File: config.mk
export PLATFORM = sky130hd
export DESIGN_NAME = bank_irq_mapper
export DESIGN_NICKNAME = d
export VERILOG_FILES = /design/src/rtl/mapper_pkg.sv /design/src/rtl/mapper_wr_decode.sv /design/src/rtl/mapper_irq_timer.sv /design/src/rtl/mapper_rom_xlate.sv /design/src/rtl/bank_irq_mapper.sv
export SDC_FILE = /design/constraint.sdc
export NUM_CORES = 1
export LEC_CHECK = 0
export ABC_AREA = 0
export CELL_PAD_IN_SITES_DETAIL_PLACEMENT = 1
export CELL_PAD_IN_SITES_GLOBAL_PLACEMENT = 1
export CORE_MARGIN = 1.5
export CORE_UTILIZATION = 54
export CTS_BUF_LIST = sky130_fd_sc_hd__clkbuf_8
export CTS_CLUSTER_SIZE = 40
export DETAILED_ROUTE_END_ITERATION = 6
export DONT_BUFFER_PORTS = 1
export GPL_TIMING_DRIVEN = 1
export PLACE_DENSITY = 0.95
export SLEW_MARGIN = 20
export SYNTH_ARGS = -nofsm -noshare
export SYNTH_HDL_FRONTEND = slang
export SYNTH_HIERARCHICAL = 1
export SYNTH_SLANG_ARGS = --single-unit
File: constraint.sdc
create_clock -name clk -period 4.7 [get_ports clk]
set_clock_uncertainty 0.1 [all_clocks]
set_input_delay 0.94 -clock clk [delete_from_list [all_inputs] [get_ports clk]]
set_output_delay 0.94 -clock clk [all_outputs]
set_load 0.005 [all_outputs]
File: src/rtl/mapper_pkg.sv
`timescale 1ns/1ps
package mapper_pkg;

    // register window codes decoded from the top address nibble
    localparam logic [3:0] SEL_LATCH_LO = 4'h8;  // first of the latch nibble windows
    localparam logic [3:0] SEL_CTRL     = 4'hC;
    localparam logic [3:0] SEL_ACK      = 4'hD;
    localparam logic [3:0] SEL_BANK     = 4'hF;

    localparam int LATCH_SLOTS = 4;
    localparam int SLOT_W      = $clog2(LATCH_SLOTS);

    typedef struct packed {
        logic              lat_we;
        logic [SLOT_W-1:0] lat_idx;
        logic              ctrl_we;
        logic              ack_we;
        logic              bank_we;
    } wr_strobe_t;

endpackage

File: src/rtl/mapper_wr_decode.sv
`timescale 1ns/1ps
module mapper_wr_decode
    import mapper_pkg::*;
(
    input  logic       wr_en,
    input  logic [3:0] sel,
    output wr_strobe_t stb
);

    logic [3:0] slot_off;

    always_comb begin
        stb      = '0;
        slot_off = sel - SEL_LATCH_LO;
        if (wr_en) begin
            if (sel >= SEL_LATCH_LO && sel < SEL_CTRL) begin
                stb.lat_we  = 1'b1;
                stb.lat_idx = slot_off[SLOT_W-1:0];
            end
            stb.ctrl_we = (sel == SEL_CTRL);
            stb.ack_we  = (sel == SEL_ACK);
            stb.bank_we = (sel == SEL_BANK);
        end
    end

endmodule

File: src/rtl/mapper_irq_timer.sv
`timescale 1ns/1ps
module mapper_irq_timer
    import mapper_pkg::*;
#(
    parameter int CNT_W   = 16,
    parameter int SHORT_W = 8
) (
    input  logic       clk,
    input  logic       rst_n,
    input  logic       cpu_ce,
    input  wr_strobe_t stb,
    input  logic [3:0] wdata,
    output logic       irq
);

    localparam int NIB = CNT_W / 4;
    localparam logic [CNT_W-1:0]   CNT_ONE   = 1;
    localparam logic [SHORT_W-1:0] SHORT_ONE = 1;

    typedef struct packed {
        logic             short_mode;
        logic             en;
        logic             rearm;
        logic             irq;
        logic [CNT_W-1:0] latch;
        logic [CNT_W-1:0] cnt;
    } tmr_t;

    tmr_t tmr_d, tmr_q;
    logic timer_wr;

    assign timer_wr = stb.lat_we | stb.ctrl_we | stb.ack_we;

    always_comb begin
        tmr_d = tmr_q;
        if (stb.lat_we) begin
            for (int i = 0; i < NIB; i++) begin
                if (stb.lat_idx == SLOT_W'(i)) tmr_d.latch[i*4 +: 4] = wdata;
            end
        end else if (stb.ctrl_we) begin
            tmr_d.short_mode = wdata[2];
            tmr_d.en         = wdata[1];
            tmr_d.rearm      = wdata[0];
            if (wdata[1]) tmr_d.cnt = tmr_q.latch;
        end else if (stb.ack_we) begin
            tmr_d.irq = 1'b0;
            tmr_d.en  = tmr_q.rearm;
        end else if (cpu_ce && tmr_q.en) begin
            if (!tmr_q.short_mode) begin
                if (&tmr_q.cnt) begin
                    tmr_d.irq = 1'b1;
                    tmr_d.en  = tmr_q.rearm;
                    tmr_d.cnt = tmr_q.latch;
                end else begin
                    tmr_d.cnt = tmr_q.cnt + CNT_ONE;
                end
            end else begin
                if (&tmr_q.cnt[SHORT_W-1:0]) begin
                    tmr_d.irq                = 1'b1;
                    tmr_d.en                 = tmr_q.rearm;
                    tmr_d.cnt[SHORT_W-1:0]   = tmr_q.latch[SHORT_W-1:0];
                end else begin
                    tmr_d.cnt[SHORT_W-1:0]   = tmr_q.cnt[SHORT_W-1:0] + SHORT_ONE;
                end
            end
        end
    end

    always_ff @(posedge clk or negedge rst_n) begin
        if (!rst_n) tmr_q <= '0;
        else        tmr_q <= tmr_d;
    end

    assign irq = tmr_q.irq;

    // acknowledge drops the request on the next edge
    assert_ack_clear_R3: assert property (@(posedge clk) disable iff (!rst_n)
        stb.ack_we |=> !tmr_q.irq);

    // request is held until acknowledged
    assert_irq_sticky_R10: assert property (@(posedge clk) disable iff (!rst_n)
        (tmr_q.irq && !stb.ack_we) |=> tmr_q.irq);

    // no counting cycle and no reload means the counter holds
    assert_hold_no_ce_R11: assert property (@(posedge clk) disable iff (!rst_n)
        (!cpu_ce && !stb.ctrl_we) |=> $stable(tmr_q.cnt));

    // a rising request follows an enabled counting cycle with no register write
    assert_irq_source_R4: assert property (@(posedge clk) disable iff (!rst_n)
        $rose(tmr_q.irq) |-> $past(cpu_ce && tmr_q.en && !timer_wr));

    // upper counter bits stay put in short mode
    assert_short_hi_R5: assert property (@(posedge clk) disable iff (!rst_n)
        (tmr_q.short_mode && !stb.ctrl_we) |=> $stable(tmr_q.cnt[CNT_W-1:SHORT_W]));

endmodule

File: src/rtl/mapper_rom_xlate.sv
`timescale 1ns/1ps
module mapper_rom_xlate #(
    parameter int ADDR_W = 16,
    parameter int BANK_W = 4,
    localparam int PAGE_W = ADDR_W - 2,
    localparam int ROM_W  = BANK_W + PAGE_W
) (
    input  logic [ADDR_W-1:0] cpu_addr,
    input  logic [BANK_W-1:0] bank,
    output logic [ROM_W-1:0]  rom_addr
);

    logic              fixed_win;
    logic [BANK_W-1:0] eff_bank;

    always_comb begin
        fixed_win = &cpu_addr[ADDR_W-1 -: 2];
        eff_bank  = fixed_win ? {BANK_W{1'b1}} : bank;
        rom_addr  = {eff_bank, cpu_addr[PAGE_W-1:0]};
    end

endmodule

File: src/rtl/bank_irq_mapper.sv
`timescale 1ns/1ps
module bank_irq_mapper
    import mapper_pkg::*;
#(
    parameter int BANK_W  = 4,
    parameter int ADDR_W  = 16,
    parameter int DATA_W  = 8,
    parameter int CNT_W   = 16,
    parameter int SHORT_W = 8,
    localparam int ROM_W  = BANK_W + ADDR_W - 2
) (
    input  logic              clk,
    input  logic              rst_n,
    input  logic              cpu_ce,
    input  logic              wr_en,
    input  logic [ADDR_W-1:0] cpu_addr,
    input  logic [DATA_W-1:0] cpu_data,
    output logic [ROM_W-1:0]  rom_addr,
    output logic              irq
);

    wr_strobe_t        stb;
    logic [BANK_W-1:0] bank_d, bank_q;
    logic              unused_hi;

    assign unused_hi = ^cpu_data[DATA_W-1:4];

    mapper_wr_decode u_dec (
        .wr_en (wr_en),
        .sel   (cpu_addr[ADDR_W-1 -: 4]),
        .stb   (stb)
    );

    mapper_irq_timer #(
        .CNT_W   (CNT_W),
        .SHORT_W (SHORT_W)
    ) u_tmr (
        .clk    (clk),
        .rst_n  (rst_n),
        .cpu_ce (cpu_ce),
        .stb    (stb),
        .wdata  (cpu_data[3:0]),
        .irq    (irq)
    );

    always_comb begin
        bank_d = bank_q;
        if (stb.bank_we) bank_d = cpu_data[BANK_W-1:0];
    end

    always_ff @(posedge clk or negedge rst_n) begin
        if (!rst_n) bank_q <= '0;
        else        bank_q <= bank_d;
    end

    mapper_rom_xlate #(
        .ADDR_W (ADDR_W),
        .BANK_W (BANK_W)
    ) u_xlate (
        .cpu_addr (cpu_addr),
        .bank     (bank_q),
        .rom_addr (rom_addr)
    );

    // upper quarter of the CPU space always lands in the last bank
    always_comb begin
        if (rst_n && (&cpu_addr[ADDR_W-1 -: 2])) begin
            assert_fixed_bank_R7: assert (&rom_addr[ROM_W-1 -: BANK_W]);
        end
    end

    // bank write takes the written value
    assert_bank_load_R6: assert property (@(posedge clk) disable iff (!rst_n)
        (wr_en && cpu_addr[ADDR_W-1 -: 4] == SEL_BANK)
        |=> bank_q == $past(cpu_data[BANK_W-1:0]));

    // spare window and lower half leave the bank alone
    assert_ignored_wr_R9: assert property (@(posedge clk) disable iff (!rst_n)
        (wr_en && (cpu_addr[ADDR_W-1 -: 4] == 4'hE || !cpu_addr[ADDR_W-1]))
        |=> $stable(bank_q));

endmodule

# [Yosys cells after proc, flatten, opt, wreduce, memory -nomap -nowiden]
# Cells that the tools add are included.
[word_totals] regBits=40 inputBits=28 out_inout_bits=19 elab_cells=71
[classes] n_addsub=3 order_cmp=2 n_eq_ne=11 muxes=22 n_bitwise=2 n_reduce_logical=20
[op_table] operator="two-way mux 16 bit" count=5
[op_table] operator="two-way mux 8 bit" count=3
[op_table] operator="adder 16 x 1 -> 16 bit (second input constant)" count=1
[op_table] operator="AND reduction 16 bit" count=1
[op_table] operator="== test 4 bit (second input constant)" count=3
[op_table] operator="AND reduction 2 bit" count=6
[op_table] operator="two-way mux 1 bit" count=11
[op_table] operator="AND reduction 5 bit" count=2
[op_table] operator="adder 8 x 1 -> 8 bit (second input constant)" count=1
[op_table] operator="AND reduction 4 bit" count=2
[op_table] operator="AND reduction 8 bit" count=1
[op_table] operator="two-way mux 6 bit" count=1
[op_table] operator="nonzero test 3 bit" count=2
[op_table] operator="== test 2 bit (second input constant)" count=2
[op_table] operator=">= comparator 4 bit (second input constant)" count=1
[op_table] operator="less-than comparator 4 bit (second input constant)" count=1
[op_table] operator="two-way mux 4 bit" count=1
[op_table] operator="!= test 2 bit (second input constant)" count=2
[op_table] operator="!= test 4 bit (second input constant)" count=1
[op_table] operator="nonzero test 2 bit" count=2
[op_table] operator="nonzero test 4 bit" count=1
[op_table] operator="two-way mux 3 bit" count=1
[op_table] operator="!= test 3 bit (second input constant)" count=1
[op_table] operator="== test 2 x 1 -> 1 bit (second input constant)" count=1
[op_table] operator="5 further kinds" count=7

# [Logic depth before layout (Yosys ltp)]
[depth] depth_word=6 depth_mapped=8 mapped_depth_nobuf=6

# [Hierarchy]
# The synthesis kept the hierarchy.
[modules_own_cells] module="mapper_irq_timer" instances=1 cells_each=207 area_per_inst_um2=2085.8 seq_area_each_um2=900.9
[modules_own_cells] module="bank_irq_mapper" instances=1 cells_each=8 area_per_inst_um2=145.1 seq_area_each_um2=100.1
[modules_own_cells] module="mapper_rom_xlate" instances=1 cells_each=18 area_per_inst_um2=135.1 seq_area_each_um2=0.0
[modules_own_cells] module="mapper_wr_decode" instances=1 cells_each=9 area_per_inst_um2=57.6 seq_area_each_um2=0.0

# [Least setup slack after synthesis]
# Ideal clock, no wire load.
[synth_path] path_type="input -> register" from="in cpu_addr[15]" to="reg u_tmr/tmr_q[12] in the netlist's numbering" setup_ns=0.104 t_arrival_ns=2.258 t_required_ns=4.496 path_slack_ns=2.238 stages=7 path_buffers=1 path_cell_list="nand3_2 nor3_1 buf_2 and3b_1 a21oi_1 or3_1 o311ai_1"
[synth_rtl] element="from (decl)" line_no="bank_irq_mapper.sv:16" source="input logic [ADDR_W-1:0] cpu_addr,"
[synth_rtl] element="to (signal assigned)" line_no="mapper_irq_timer.sv:71" source="else tmr_q <= tmr_d;"
[synth_rtl] element="to (decl)" line_no="mapper_irq_timer.sv:29" source="tmr_t tmr_d, tmr_q;"

==> out/results.ini <==
[run_status]
status = finished clean

[sta]
fin_crit_sh_pct = 60.83
rsz0062_at_grt = no
hold_viol = 0
worst_pin_slew_ps = 953.5
finalCriticalPeriod_ps = 2859
final-setup-viol-count = 0
slew-limit-headroom_pct = 36.43
fmax_mhz = 349.8
slew_viol_final = 0
setup_tns_ps = 0

[power]
p_leak_nw = 0.9656
power-per-cell-area_mw_per_mm2 = 407.7
fin_total_pwr_mw = 1.015
peakVddDrop_mv = 0.2651

[cts]
root_buffer = clkbuf_8
cts_setup_buffers = 0
h-tree-depth = 2
holdBufCountCts = 0
cts_tree = built
clock-sinks = 40
clock_latency_ps = 290
ctsResizeCount = 0
clk_pin_slew_ps = 80
clockBufferDepth = 2
cts_made_buffers = 5

[floorplan]
die_w_um = 70.00
fp.dieH_um = 70.00
core_mm2 = 0.004324
rows = 24
io_pins = 47
start_util_pct = 56.05
dieArea_mm2 = 0.004899

[detailed_routing]
routedWlPerCell_um = 24.02
routed_wl_um = 6750
dr.pass1.iters = 4
viasPerCell = 7.117
drtAntennaViolNets = 0
post-route-drc-count = 0
num_vias = 2000
drt_iter0_drc = 120

[setup_path]
cp-end-kind = flop
crit_path_top_delay_cell = a21oi_1
worstPathRequired_ps = 4790
start_kind = primary input
path_delay_family = compound AO/OA/AOI/OAI gates
worst_path_largest_cell_delay_ps = 740
path_cells = nand3_2 > nor3b_2 > and4bb_2 > a21oi_1 > o31ai_1 > a221oi_1
worstSetupPathType = primary input to flop
critical_path_arrival_ps = 2950
crit_path_max_fanout = 12
cp_num_buf_inv = 0

[logic_synthesis]
synth_area_mm2 = 0.002424
seq_area_frac_synth_pct = 41.30
syn_avg_cell_area_um2 = 10.01
yosys_warnings = 6
synth_fp_nets = 271
synthCells = 242
synth_edf_count = 0
async_flop_share_pct = 100.0
yosys_register_bits = 40
ys.flop_type = dfrtp_1
synth.distinct_cells = 59

[cells_and_area]
seq_area_mm2 = 0.001001
multi_input_area_mm2 = 0.001249
nets = 258
final_util_pct = 57.55
area_growth_pct = 2.685
antenna_cells = 0
fillCellCount = 493
layout-drive-gt1-share_pct = 17.90

[global_route]
grt_max_degree = 41
grt_pass1_wl_um = 11040
track_usage_pct = 29.39
antenna_found_initial = 0
grt_pass1_vias = 2121
grt-ovfl-total = 0

[placed_design]
dp_hpwl_um = 4711
io_buffers = 0
place.gp.congestion = 0.8538

[job]
cap_violations = 0

[worst_hold_path]
hold_class = primary input to asynchronous set/reset pin

## per-stage QoR
step	std cells	instance area, µm²	worst slack [ps]	hold slack (ps)
after detailed placement	274	2360	1581	402.7
final	281	2489	1841	233.8
after floorplan	242	2424	2238	378.7
after CTS	281	2489	1900	230.7
after global placement	274	2360	1674	390.4
after global routing	281	2489	1653	216.7
## layout make-up
| type | count | share of cell area [%] |
|---|---|---|
| tap | 52 | 2.614 |
| multi-input combinational | 172 | 50.18 |
| timing repair buffer | 2 | 0.6033 |
| inverter | 8 | 1.207 |
| clock inverter | 2 | 2.413 |
| sequential | 40 | 40.22 |
| clock buffer | 5 | 2.765 |
## registers in the layout (all words and copies together), names as in the netlist
register,cells
u_tmr/irq,1
u_tmr/tmr_q,35
bank_q,4
## Yosys cell counts, drive strengths merged, types with 2 or more instances
| master | count | area share, % |
|---|---|---|
| inv | 8 | 1.2 |
| o21ai | 13 | 2.7 |
| nor4b | 2 | 0.72 |
| o311ai | 4 | 1.4 |
| dfrtp | 40 | 41 |
| a2111oi | 2 | 0.72 |
| a21o | 6 | 1.9 |
| nand4 | 6 | 2.1 |
| o211ai | 4 | 1.2 |
| nand3b | 2 | 0.62 |
| clkbuf | 2 | 0.31 |
| a211oi | 4 | 1.2 |
| mux2 | 20 | 9.3 |
| buf | 20 | 5.8 |
| and4 | 4 | 1.4 |
| nor3 | 8 | 1.7 |
| nor2 | 13 | 2.0 |
| and2 | 3 | 0.77 |
| a31oi | 6 | 1.5 |
| a21oi | 11 | 2.4 |
| nand3 | 10 | 2.3 |
| a32oi | 2 | 0.72 |
| nor3b | 4 | 1.4 |
| nor4 | 4 | 1.0 |
| or3 | 3 | 0.77 |
| a221oi | 2 | 0.72 |
| o41ai | 2 | 0.72 |
| nand2 | 13 | 2.1 |
| a2bb2oi | 2 | 0.72 |
| or4 | 2 | 0.62 |
## where the power goes
part	total, mW	switching (mW)	internal (mW)
Clock	0.329	0.120	0.209
Sequential	0.472	0.0676	0.404
Combinational	0.214	0.127	0.0869
Total	1.01	0.314	0.700
## cell families after synthesis
group | count (synthesis) | share of synthesized area, %
mux | 21 | 9.706
flops | 40 | 41.30
simple gates | 79 | 20.08
buf+inv | 30 | 7.382
compound gates | 71 | 21.01
fa+ha+maj | 1 | 0.5162
## final timing paths
check,endpoint,start,cells after the start,slack [ps]
setup / recovery,u_tmr/tmr_q[13],cpu_addr[15],6,1840
hold / removal,u_tmr/tmr_q[25],rst_n,0,230
hold reg to reg,u_tmr/tmr_q[20],u_tmr/tmr_q[20],1,420
min in group clk,u_tmr/tmr_q[20],u_tmr/tmr_q[20],1,420
setup reg to reg,u_tmr/tmr_q[3],u_tmr/tmr_q[1],5,2490
max in group asynchronous,u_tmr/tmr_q[33],rst_n,0,4190
## layer usage
layer	vias to the layer above	GRT usage, %	share of wire, %
met2	52	49.42	51
met4	0	10.26	1.5
met5	-	0	0
li1	906	-	-
met3	12	6.638	4.5
met1	1030	37.37	43
## cells in the final DEF (no fill, tap or decap), drive strengths merged, types with 3 or more instances in the layout
master | netlist | layout
nand3 | 10 | 10
nor3 | 8 | 8
clkbuf | 2 | 5
o311ai | 4 | 4
and4 | 4 | 4
a211oi | 4 | 4
and2 | 3 | 3
nand4 | 6 | 6
a21oi | 11 | 11
dfrtp | 40 | 40
nor4 | 4 | 4
o21ai | 13 | 13
inv | 8 | 8
mux2 | 20 | 20
a31oi | 6 | 6
a21o | 6 | 6
nor3b | 4 | 4
o211ai | 4 | 4
or3 | 3 | 3
nor2 | 13 | 13
nand2 | 13 | 13
No activity file was read; power rests on OpenSTA's default activity.
